File: src/rtl/irq_ctrl_pkg.sv
// Package: shared constants and types for the interrupt status unit.
// Assumes a 13-position source vector and byte offsets that are multiples of 4.
package irq_ctrl_pkg;

    // Number of status positions
    localparam int unsigned SRC_N = 13;

    // Positions that exist in hardware: 0-3, 5-9, 11, 12
    localparam logic [SRC_N-1:0] IMPL_MASK  = 13'h1BEF;

    // Positions fed by live conditions: 3, 6, 11
    localparam logic [SRC_N-1:0] LEVEL_MASK = 13'h0848;

    // Register offsets decoded by software
    localparam logic [7:0] OFS_STATUS = 8'h30;
    localparam logic [7:0] OFS_ENABLE = 8'h34;
    localparam logic [7:0] OFS_CLEAR  = 8'h38;

    // Register selected by the current address
    typedef enum logic [1:0] {
        SEL_NONE   = 2'd0,
        SEL_STATUS = 2'd1,
        SEL_ENABLE = 2'd2,
        SEL_CLEAR  = 2'd3
    } reg_sel_e;

endpackage

File: src/rtl/irq_addr_decode.sv
// Address decoder: maps a byte offset to one of the three registers.
// Assumes offsets are compared in full; anything else selects nothing.
module irq_addr_decode
    import irq_ctrl_pkg::*;
#(
    parameter int unsigned ADDR_W = 8
) (
    input  logic [ADDR_W-1:0] addr_i,
    output reg_sel_e          sel_o
);

    localparam logic [ADDR_W-1:0] A_STATUS = ADDR_W'(OFS_STATUS);
    localparam logic [ADDR_W-1:0] A_ENABLE = ADDR_W'(OFS_ENABLE);
    localparam logic [ADDR_W-1:0] A_CLEAR  = ADDR_W'(OFS_CLEAR);

    // Compare the offset against each register address
    always_comb begin
        if (addr_i == A_STATUS)      sel_o = SEL_STATUS;
        else if (addr_i == A_ENABLE) sel_o = SEL_ENABLE;
        else if (addr_i == A_CLEAR)  sel_o = SEL_CLEAR;
        else                         sel_o = SEL_NONE;
    end

endmodule

File: src/rtl/irq_flag_cell.sv
// One status flag: set by its source, cleared by a write-one, set wins a tie.
// Assumes set_i and clr_i are synchronous to clk.
module irq_flag_cell (
    input  logic clk,
    input  logic rst_n,
    input  logic set_i,
    input  logic clr_i,
    output logic flag_o
);

    logic flag_q;

    // Hold, clear or set the flag; a set in the same cycle overrides a clear
    always_ff @(posedge clk) begin
        if (!rst_n)      flag_q <= 1'b0;
        else if (set_i)  flag_q <= 1'b1;
        else if (clr_i)  flag_q <= 1'b0;
    end

    assign flag_o = flag_q;

    assert_set_wins_R5: assert property (@(posedge clk) disable iff (!rst_n)
        set_i |=> flag_q);

    assert_clear_one_R3: assert property (@(posedge clk) disable iff (!rst_n)
        (clr_i && !set_i) |=> !flag_q);

    assert_sticky_R2: assert property (@(posedge clk) disable iff (!rst_n)
        (flag_q && !clr_i) |=> flag_q);

endmodule

File: src/rtl/irq_status_bank.sv
// Status register: one flag cell per implemented position. Level positions
// take their set from the live condition and event positions take it from
// the pulse. Unimplemented positions are constant 0.
module irq_status_bank #(
    parameter int unsigned      N_SRC = 13,
    parameter logic [N_SRC-1:0] IMPL  = '1,
    parameter logic [N_SRC-1:0] LEVEL = '0
) (
    input  logic             clk,
    input  logic             rst_n,
    input  logic [N_SRC-1:0] evt_i,
    input  logic [N_SRC-1:0] cond_i,
    input  logic [N_SRC-1:0] clr_i,
    output logic [N_SRC-1:0] flags_o
);

    for (genvar i = 0; i < N_SRC; i++) begin : g_pos
        if (!IMPL[i]) begin : g_absent
            logic unused_bits;
            // Absent position: nothing is stored
            assign unused_bits = evt_i[i] ^ cond_i[i] ^ clr_i[i];
            assign flags_o[i]  = 1'b0;
        end else if (LEVEL[i]) begin : g_level
            logic unused_evt;
            assign unused_evt = evt_i[i];
            irq_flag_cell u_cell (
                .clk    (clk),
                .rst_n  (rst_n),
                .set_i  (cond_i[i]),
                .clr_i  (clr_i[i]),
                .flag_o (flags_o[i])
            );
        end else begin : g_event
            logic unused_cond;
            assign unused_cond = cond_i[i];
            irq_flag_cell u_cell (
                .clk    (clk),
                .rst_n  (rst_n),
                .set_i  (evt_i[i]),
                .clr_i  (clr_i[i]),
                .flag_o (flags_o[i])
            );
        end
    end

    assert_level_live_R4: assert property (@(posedge clk) disable iff (!rst_n)
        ((cond_i & LEVEL) != '0) |=>
            ((flags_o & $past(cond_i & LEVEL)) == $past(cond_i & LEVEL)));

endmodule

File: src/rtl/irq_enable_reg.sv
// Enable mask register: loads the implemented positions on a write and
// holds them otherwise.
module irq_enable_reg #(
    parameter int unsigned      N_SRC = 13,
    parameter logic [N_SRC-1:0] IMPL  = '1
) (
    input  logic             clk,
    input  logic             rst_n,
    input  logic             wr_i,
    input  logic [N_SRC-1:0] wdata_i,
    output logic [N_SRC-1:0] en_o
);

    logic [N_SRC-1:0] en_q;

    // Load the mask on a write, keeping only implemented positions
    always_ff @(posedge clk) begin
        if (!rst_n)    en_q <= '0;
        else if (wr_i) en_q <= wdata_i & IMPL;
    end

    assign en_o = en_q;

    assert_en_load_R6: assert property (@(posedge clk) disable iff (!rst_n)
        wr_i |=> (en_q == ($past(wdata_i) & IMPL)));

    assert_en_hold_R6: assert property (@(posedge clk) disable iff (!rst_n)
        !wr_i |=> $stable(en_q));

endmodule

File: src/rtl/irq_ctrl_unit.sv
// Interrupt status, enable and clear unit (top). Decodes register accesses,
// keeps the status and enable registers and drives a level interrupt.
// Assumes a single-cycle write strobe and combinational read data.
module irq_ctrl_unit
    import irq_ctrl_pkg::*;
#(
    parameter int unsigned DATA_W = 32,
    parameter int unsigned ADDR_W = 8
) (
    input  logic              clk,
    input  logic              rst_n,
    input  logic              reg_wr,
    input  logic [ADDR_W-1:0] reg_addr,
    input  logic [DATA_W-1:0] reg_wdata,
    output logic [DATA_W-1:0] reg_rdata,
    input  logic [SRC_N-1:0]  evt_pulse,
    input  logic [SRC_N-1:0]  cond_live,
    output logic              irq
);

    localparam int unsigned PAD_W = DATA_W - SRC_N;

    reg_sel_e         sel;
    logic [SRC_N-1:0] status_w;
    logic [SRC_N-1:0] enable_w;
    logic [SRC_N-1:0] clr_vec;
    logic             en_wr;
    logic             unused_wdata;

    assign unused_wdata = ^reg_wdata[DATA_W-1:SRC_N];

    irq_addr_decode #(.ADDR_W(ADDR_W)) u_dec (
        .addr_i (reg_addr),
        .sel_o  (sel)
    );

    // Form the write-one-to-clear vector and the enable write strobe
    always_comb begin
        clr_vec = (reg_wr && sel == SEL_CLEAR) ? reg_wdata[SRC_N-1:0] : '0;
        en_wr   = reg_wr && (sel == SEL_ENABLE);
    end

    irq_status_bank #(
        .N_SRC (SRC_N),
        .IMPL  (IMPL_MASK),
        .LEVEL (LEVEL_MASK)
    ) u_status (
        .clk     (clk),
        .rst_n   (rst_n),
        .evt_i   (evt_pulse),
        .cond_i  (cond_live),
        .clr_i   (clr_vec),
        .flags_o (status_w)
    );

    irq_enable_reg #(
        .N_SRC (SRC_N),
        .IMPL  (IMPL_MASK)
    ) u_enable (
        .clk     (clk),
        .rst_n   (rst_n),
        .wr_i    (en_wr),
        .wdata_i (reg_wdata[SRC_N-1:0]),
        .en_o    (enable_w)
    );

    // Return the addressed register, zero for clear and unmapped offsets
    always_comb begin
        case (sel)
            SEL_STATUS: reg_rdata = {{PAD_W{1'b0}}, status_w};
            SEL_ENABLE: reg_rdata = {{PAD_W{1'b0}}, enable_w};
            default:    reg_rdata = '0;
        endcase
    end

    // Level interrupt from masked status
    assign irq = |(status_w & enable_w);

    assert_reset_state_R1: assert property (@(posedge clk) disable iff (!rst_n)
        !$past(rst_n) |-> (status_w == '0 && enable_w == '0 && !irq));

    assert_mask_quiet_R8: assert property (@(posedge clk) disable iff (!rst_n)
        (enable_w == '0) |-> !irq);

    assert_status_ro_R9: assert property (@(posedge clk) disable iff (!rst_n)
        (reg_wr && sel == SEL_STATUS && evt_pulse == '0 && cond_live == '0)
            |=> (status_w == $past(status_w)));

endmodule

File: config.mk
export PLATFORM = sky130hd
export DESIGN_NAME = irq_ctrl_unit
export DESIGN_NICKNAME = d
export VERILOG_FILES = /design/src/rtl/irq_ctrl_pkg.sv /design/src/rtl/irq_addr_decode.sv /design/src/rtl/irq_flag_cell.sv /design/src/rtl/irq_status_bank.sv /design/src/rtl/irq_enable_reg.sv /design/src/rtl/irq_ctrl_unit.sv
export SDC_FILE = /design/constraint.sdc
export NUM_CORES = 1
export LEC_CHECK = 0
export ABC_AREA = 1
export BUFFER_PORTS_ARGS = -buffer_cell sky130_fd_sc_hd__buf_2
export CORE_ASPECT_RATIO = 1.1
export CORE_MARGIN = 2
export CORE_UTILIZATION = 30
export DETAILED_ROUTE_END_ITERATION = 10
export PLACE_DENSITY = 0.65
export SYNTH_ARGS = -nofsm -noshare
export SYNTH_HDL_FRONTEND = slang
export SYNTH_SLANG_ARGS = --single-unit
File: constraint.sdc
create_clock -name clk -period 2.3 [get_ports clk]
set_input_delay 0.46 -clock clk [delete_from_list [all_inputs] [get_ports clk]]
set_output_delay 0.46 -clock clk [all_outputs]
set_load 0.01 [all_outputs]
==> impl_metrics.tcl, run 1 <==
set metrics [dict create \
    run_status "complete, no violations" \
    avgRoutedWirePerCell_um 10.5 \
    grt_max_degree 14 \
    slowest_delay_ns 0.20 \
    timing.final.crit_share_pct 84.5 \
    core_um2 4380 \
    setup_viol 0 \
    rrSetupSlack_ns 1.64 \
    htree_levels 1 \
    cts_sinks 22 \
    area_growth_syn_to_layout_pct 18.6 \
    dp_slack_ns 0.351 \
    std_cell_rows 25 \
    die_w_um 68.9 \
    cpMostUsedCell "buf_2" \
    track_usage_pct 13.5 \
    gp_congestion 0.812 \
    crit_fanout 11 \
    overflow 0 \
    hold_path_class "in2reg" \
    final_cells 313 \
    powerDensity_nw_per_um2 474 \
    numCtsBuffers 3 \
    hpwlAfterDp_um 2400 \
    whs_endpoint "u_status.g_pos[5].g_event.u_cell.flag_o" \
    finalPower_uw 780 \
    hold_buffers 0 \
    portBuffers 44 \
    path_cells "buf_2 > nor2_1 > and2b_1 > nand3_1 > buf_4 > o22ai_1 > buf_2" \
    crit_arrival_ns 1.48 \
    synth.distinct_cells 20 \
    final_cell_mix "47 x inv_1, 44 x buf_2, 42 x nand2_1, 22 x dfxtp_1, 21 x conb_1" \
    via_count 1320 \
    synthCells 215 \
    grt_antenna_before_repair 0 \
    yosysSeqAreaShare_pct 31.7 \
    rsz0062_at_grt "no" \
    final_common_cell "inv_1" \
    peakVddDrop_mv 0.313 \
    fin_nets 329 \
    fin_crit_ns 1.94 \
    rr_endpoint "u_enable.en_o[12]" \
    r2r_cells 4 \
    r2r_start "u_enable.en_o[12]" \
    hold_start "evt_pulse[5]" \
    antennaDiodeCount 0 \
    drcViolationCount 0 \
    cts_setup_buffers 0 \
    die_y_um 75.4 \
    grt_pass1_wl_um 5240 \
    cts_resized 0 \
    slowest_stage "o22ai_1" \
    drive_gt1_share_pct 22.0 \
    cp.required_ns 1.84 \
    clock-root-buffer "clkbuf_8" \
    cap_violations 0 \
    ios 102 \
    cts_buffer_depth 2 \
    routed_wl_um 3280 \
    final_core_util_pct 37.6 \
    drv_slew 0 \
    vias_per_cell 4.22 \
    initial_utilization_pct 31.7 \
    dr.pass1.iters 4 \
    drt_iter0_markers 67 \
    report.final.hold_viol_count 0 \
    crit_path_start_kind "input port" \
    clkTransAtPathRegs_ns 0.07 \
    timing.fmax_ghz 0.515 \
    syn-mean-instance-area_um2 6.46 \
    finClkSkew_ns 0 \
    dp_cells 309 \
    grt_pass1_vias 1230 \
    tritoncts "yes" \
    ant_nets 0 \
    end_kind "output pin" \
    syn-cell-area_um2 1390 \
    dieArea_um2 5190 \
    fin_ws_ns 0.357 \
    clock_latency_ns 0.26 \
    power_leakage_nw 0.871 \
    ys_seq_elements 22 \
    setup_tns_ns 0 \
    critPathLaunch "reg_addr[7]" \
    yosysWarningCount 0 \
    crit_type "in2out" \
    hold_depth 3 \
]
kinds of logic after synthesis:
kind of cell	synth area share, %
and+or+nand+nor	29.5
AOI/OAI and AO/OA	11.1
other	0.270
buffers and inverters	27.5
DFF	31.7
cell type report:
| type | count | area, um^2 |
|---|---|---|
| fill | 496 | 2730 |
| multi-input combinational | 136 | 642 |
| sequential | 22 | 440 |
| timing repair buffer | 50 | 265 |
| inverter | 47 | 176 |
| tap | 54 | 67.6 |
| clock buffer | 4 | 55.1 |
through the flow:
step | instance area [um^2] | hold slack (ns)
2_1_floorplan | 1460 | 0.435
3_3_place_gp | 1590 | 0.449
3_5_place_dp | 1590 | 0.454
4_1_cts | 1650 | 0.419
5_1_grt | 1650 | 0.426
6_report | 1650 | 0.424
Yosys cell counts:
cell	n	share of area, %
a21oi_1	13	4.7
nand3_1	13	4.7
nand4_1	2	0.90
buf_4	21	11
buf_1	1	0.27
dfxtp_1	22	32
clkbuf_1	2	0.54
nor2_4	1	0.81
nand3_2	1	0.72
o22ai_1	11	5.0
nand2_1	42	11
buf_2	5	1.8
nor2_1	15	4.1
o21ai_0	4	1.4
inv_1	47	13
and2b_1	1	0.54
nor2_2	1	0.45
buf_6	1	0.81
conb_1	1	0.27
nand3b_1	11	5.9
routing by layer:
layer	global-route usage, %	wire, um	vias up	part of all wire [%]
met5	0	0	-	0
met4	3.05	24	0	0.73
met3	3.25	229	5	7.0
met2	24.4	1660	46	51
met1	16.0	1360	566	42
li1	-	-	703	-
critical path: cells and delay by family:
kind | cells | cell delay [ns]
AOI/OAI and AO/OA | 1 | 0.20
and+or+nand+nor | 3 | 0.38
buffers and inverters | 3 | 0.44
worst max path at each step:
stage,endpoint,cells after the start,slack [ns]
after global placement,reg_rdata[1],7,0.33
final,reg_rdata[3],7,0.36
after detailed placement,reg_rdata[1],7,0.35
after floorplan,reg_rdata[0],5,0.62
after global routing,reg_rdata[3],7,0.26
after CTS,reg_rdata[1],7,0.35
state kept, by name, summed over array words and instances (netlist names):
name and cells:
u_status.g_pos.g_event.u_cell.flag_o 8, u_enable.en_o 11, u_status.g_pos.g_level.u_cell.flag_o 3
report_power, final:
part           internal [mW]  switching, mW  leakage [nW]
Sequential             0.395        0.00906         0.181
Combinational         0.0399         0.0601         0.662
Clock                  0.153          0.124        0.0288
Total                  0.587          0.193         0.871
Power figures use the tool's default switching activity.
==> inputs of run 2 (changes only) <==
==> constraint.sdc (replaced) <==
create_clock -name clk -period 1.8 [get_ports clk]
set_input_delay 0.36 -clock clk [delete_from_list [all_inputs] [get_ports clk]]
set_output_delay 0.36 -clock clk [all_outputs]
set_load 0.01 [all_outputs]
==> impl_metrics.tcl, run 2 (same netlist as run 1, synthesis figures left out) <==
set metrics [dict create \
    grt_pass1_vias 1205 \
    std_cell_rows 25 \
    hpwlAfterDp_um 2400 \
    cp.required_ns 1.44 \
    clock-root-buffer "clkbuf_8" \
    crit_fanout 5 \
    switching_share_pct 25.6 \
    gp_congestion 0.791 \
    drive_gt1_share_pct 24.4 \
    peakVddDrop_mv 0.278 \
    portBuffers 44 \
    crit_path_start_kind "input port" \
    crit_arrival_ns 1.37 \
    final_core_util_pct 38.7 \
    hold_buffers 0 \
    track_usage_pct 13.5 \
    drcViolationCount 0 \
    setup_viol 0 \
    fin_crit_ns 1.73 \
    die_w_um 68.9 \
    final_common_cell "inv_1" \
    avgRoutedWirePerCell_um 10.6 \
    combinationalPowerShare_pct 13.1 \
    drt_iter0_markers 48 \
    timing.fmax_ghz 0.580 \
    grt_max_degree 14 \
    htree_levels 1 \
    area_growth_syn_to_layout_pct 22.1 \
    dieArea_um2 5190 \
    dr.pass1.iters 4 \
    core_um2 4380 \
    pwr-share-clk_pct 35.9 \
    vias_per_cell 4.24 \
    cts_buffer_depth 2 \
    clock_latency_ns 0.27 \
    final_cells 316 \
    final_cell_mix "47 x inv_1, 44 x buf_2, 42 x nand2_1, 22 x dfxtp_1, 21 x conb_1" \
    via_count 1339 \
    finalPower_mw 1.01 \
    p_int_uw 753 \
    fin_nets 332 \
    grt_antenna_before_repair 0 \
    antennaDiodeCount 0 \
    tritoncts "yes" \
    powerDensity_nw_per_um2 596 \
    grt_pass1_wl_um 5210 \
    die_y_um 75.4 \
    dp_cells 309 \
    overflow 0 \
    hold_path_class "in2reg" \
    netSwitchingPower_uw 258 \
    ios 102 \
    end_kind "output pin" \
    report.final.hold_viol_count 0 \
    cap_violations 0 \
    power_frac_seq_pct 51.0 \
    whs_ns 0.315 \
    cts_sinks 22 \
    routed_wl_um 3360 \
    power_leakage_nw 0.891 \
    timing.final.crit_share_pct 95.9 \
    run_status "complete, no violations" \
    numCtsBuffers 3 \
    clkTransAtPathRegs_ns 0.08 \
    crit_type "in2out" \
    finClkSkew_ns 0 \
    ant_nets 0 \
    drv_slew 0 \
    rrSetupSlack_ns 1.15 \
    initial_utilization_pct 31.7 \
    fillCellCount 493 \
    largest_register_ffs 11 \
]
-- run 2: cell type report --
type / instances / area [um^2] / area share [%]
flip-flops and latches: 22 / 440 / 26.0
well taps: 54 / 67.6 / 3.99
repair buffers: 53 / 295 / 17.4
clock buffers: 4 / 55.1 / 3.25
multi-input cells: 136 / 661 / 39.0
inverters: 47 / 176 / 10.4
-- run 2: path summary, 6_finish.rpt --
kind,from,end,cells after the start
min,evt_pulse[2],u_status.g_pos[2].g_event.u_cell.flag_o,3
max,reg_addr[7],reg_rdata[1],7
max reg2reg,u_enable.en_o[12],u_enable.en_o[12],4
min reg2reg,u_status.g_pos[11].g_level.u_cell.flag_o,u_status.g_pos[11].g_level.u_cell.flag_o,2
-- run 2: what timing repair did --
action	CTS	global route
setup buffers	0	2
setup endpoints to repair	0	11
resized for setup	0	8
hold endpoints to repair	0	0
-- run 2: worst max-delay path: stages --
cell	delay [ns]
buf_2	0.09
nor2_1	0.12
and2b_2	0.19
nand3_2	0.11
buf_4	0.19
o22ai_2	0.15
buf_2	0.15
-- run 2: power groups by stage --
stage	Sequential (mW)	Clock, mW	Combinational [mW]
after floorplan	0.525	0	0.109
after global placement	0.527	0	0.127
after detailed placement	0.527	0	0.129
after CTS	0.516	0.373	0.129
after global routing	0.519	0.385	0.153
final	0.516	0.363	0.132
-- run 2: metal layers --
layer | vias up | GRT usage, % | part of all wire (%)
met5 | - | 0 | 0
met4 | 0 | 5.23 | 1.8
met3 | 7 | 2.07 | 6.2
met2 | 46 | 23.6 | 47
met1 | 574 | 16.5 | 45
li1 | 712 | - | -
-- run 2: metrics by stage --
stage	setup TNS [ns]	cell area, um^2	setup slack (ns)
2_1_floorplan	0	1460	0.322
3_3_place_gp	0	1590	0.0266
3_5_place_dp	0	1590	0.00220
4_1_cts	0	1650	0.0000261
5_1_grt	-0.0218	1700	-0.0107
6_report	0	1700	0.0745
==> inputs of run 3 (changes only) <==
--- a/config.mk
+++ b/config.mk
@@ -11,6 +11,7 @@
 export CORE_MARGIN = 2
 export CORE_UTILIZATION = 30
 export DETAILED_ROUTE_END_ITERATION = 10
+export GPL_TIMING_DRIVEN = 0
 export PLACE_DENSITY = 0.65
 export SYNTH_ARGS = -nofsm -noshare
 export SYNTH_HDL_FRONTEND = slang
==> impl_metrics.tcl, run 3 (same netlist as run 1, synthesis figures left out) <==
set metrics [dict create \
    run_status "complete, no violations" \
    clock_latency_ns 0.26 \
    dp_cells 333 \
    dieArea_um2 5190 \
    ant_nets 0 \
    crit_type "in2out" \
    via_count 1436 \
    track_usage_pct 13.6 \
    grt_antenna_before_repair 0 \
    power_frac_seq_pct 49.2 \
    initial_utilization_pct 31.7 \
    numCtsBuffers 3 \
    dr.pass1.iters 4 \
    die_y_um 75.4 \
    antennaDiodeCount 0 \
    hold_start "evt_pulse[5]" \
    hpwlAfterDp_um 2570 \
    slowest_stage "and2b_2" \
    largest_register_ffs 11 \
    drive_gt1_share_pct 28.9 \
    std_cell_rows 25 \
    end_kind "output pin" \
    finClkSkew_ns 0 \
    pwr-share-clk_pct 34.9 \
    timing.fmax_ghz 0.581 \
    tightestPinTransition_ns 0.554 \
    cts_buffer_depth 2 \
    routed_wl_um 3440 \
    grt_pass1_wl_um 5240 \
    tritoncts "yes" \
    die_w_um 68.9 \
    critPathBufInv 3 \
    fin_crit_ns 1.72 \
    hold_buffers 0 \
    placed_cell_area_um2 1750 \
    combinationalPowerShare_pct 15.9 \
    grt_max_degree 13 \
    grt_pass1_vias 1232 \
    vias_per_cell 4.25 \
    gp_congestion 0.784 \
    r2r_start "u_enable.en_o[3]" \
    cpMostUsedCell "buf_2" \
    powerDensity_nw_per_um2 570 \
    final_cell_mix "47 x inv_1, 47 x buf_2, 42 x nand2_1, 22 x buf_4, 22 x dfxtp_1" \
    area_growth_syn_to_layout_pct 32.5 \
    setup_viol 0 \
    core_um2 4380 \
    crit_path_start_kind "input port" \
    switching_share_pct 25.5 \
    drt_iter0_markers 77 \
    slowest_delay_ns 0.18 \
    overflow 0 \
    fin_area_um2 1840 \
    ios 102 \
    critPathLaunch "reg_addr[7]" \
    avgRoutedWirePerCell_um 10.2 \
    clkTransAtPathRegs_ns 0.08 \
    peakVddDrop_mv 0.253 \
    maxSlewHeadroom_pct 63.0 \
    drv_slew 0 \
    fin_nets 354 \
    portBuffers 44 \
    clock-root-buffer "clkbuf_8" \
    path_cells "buf_2 > nor2_1 > and2b_2 > nand3_1 > buf_6 > o22ai_1 > buf_2" \
    hold_path_class "in2reg" \
    r2r_cells 4 \
    htree_levels 1 \
    crit_fanout 10 \
    cp.required_ns 1.44 \
    crit_arrival_ns 1.36 \
    timing.final.crit_share_pct 95.6 \
    power_leakage_nw 1.00 \
    p_int_uw 781 \
    drcViolationCount 0 \
    netSwitchingPower_uw 268 \
    finalPower_mw 1.05 \
    cts_sinks 22 \
    report.final.hold_viol_count 0 \
    crit_family "buffers and inverters" \
    hold_depth 3 \
    critical_path_depth 7 \
    final_cells 338 \
    setup_tns_ns 0 \
    cap_violations 0 \
]
-- run 3: stage by stage --
stage / hold WS, ns / util [%] / setup WS [ns]
2_1_floorplan: 0.435 / - / 0.322
3_3_place_gp: 0.447 / 40.0 / 0.00175
3_5_place_dp: 0.455 / 40.0 / 0.000183
4_1_cts: 0.317 / 41.3 / 0.000318
5_1_grt: 0.330 / 42.0 / -0.0107
6_report: 0.317 / 42.0 / 0.0794
-- run 3: power by group through the flow --
stage          registers (mW)  clock network (mW)  logic [mW]
2_1_floorplan           0.525                   0       0.109
3_3_place_gp            0.527                   0       0.161
3_5_place_dp            0.528                   0       0.164
4_1_cts                 0.516               0.373       0.164
5_1_grt                 0.519               0.383       0.191
6_report                0.516               0.366       0.167
-- run 3: final cells by class --
class                           instances  area (um^2)
Fill cell                             502         2540
Multi-Input combinational cell        136          656
Sequential cell                        22          440
Timing Repair Buffer                   45          228
Buffer                                 30          218
Inverter                               47          176
Tap cell                               54         67.6
Clock buffer                            4         55.1
-- run 3: worst paths after layout --
| path | endpoint | slack [ns] |
|---|---|---|
| worst min register to register | u_status.g_pos[3].g_level.u_cell.flag_o | 0.47 |
| worst min-delay path | u_status.g_pos[5].g_event.u_cell.flag_o | 0.32 |
| worst max-delay path | reg_rdata[0] | 0.08 |
| worst max register to register | u_enable.en_o[3] | 1.18 |
-- run 3: timing repair --
action | in CTS | in global routing
buffers inserted | 0 | 1
setup endpoints to repair | 0 | 10
resized for setup | 0 | 9
hold endpoints to repair | 0 | 0
-- run 3: per-layer routing --
layer | up-vias | global-route usage (%) | wire length (um)
met2 | 61 | 24.4 | 1680
met5 | - | 0 | 0
met3 | 5 | 1.92 | 305
met4 | 0 | 4.79 | 42
met1 | 617 | 16.6 | 1410
li1 | 753 | - | -
-- run 3: worst reg2reg max path: cells and delay by family (launching register included) --
kind	cells	cell delay (ns)
buffers and inverters	2	0.14
DFF	1	0.30
and+or+nand+nor	2	0.09
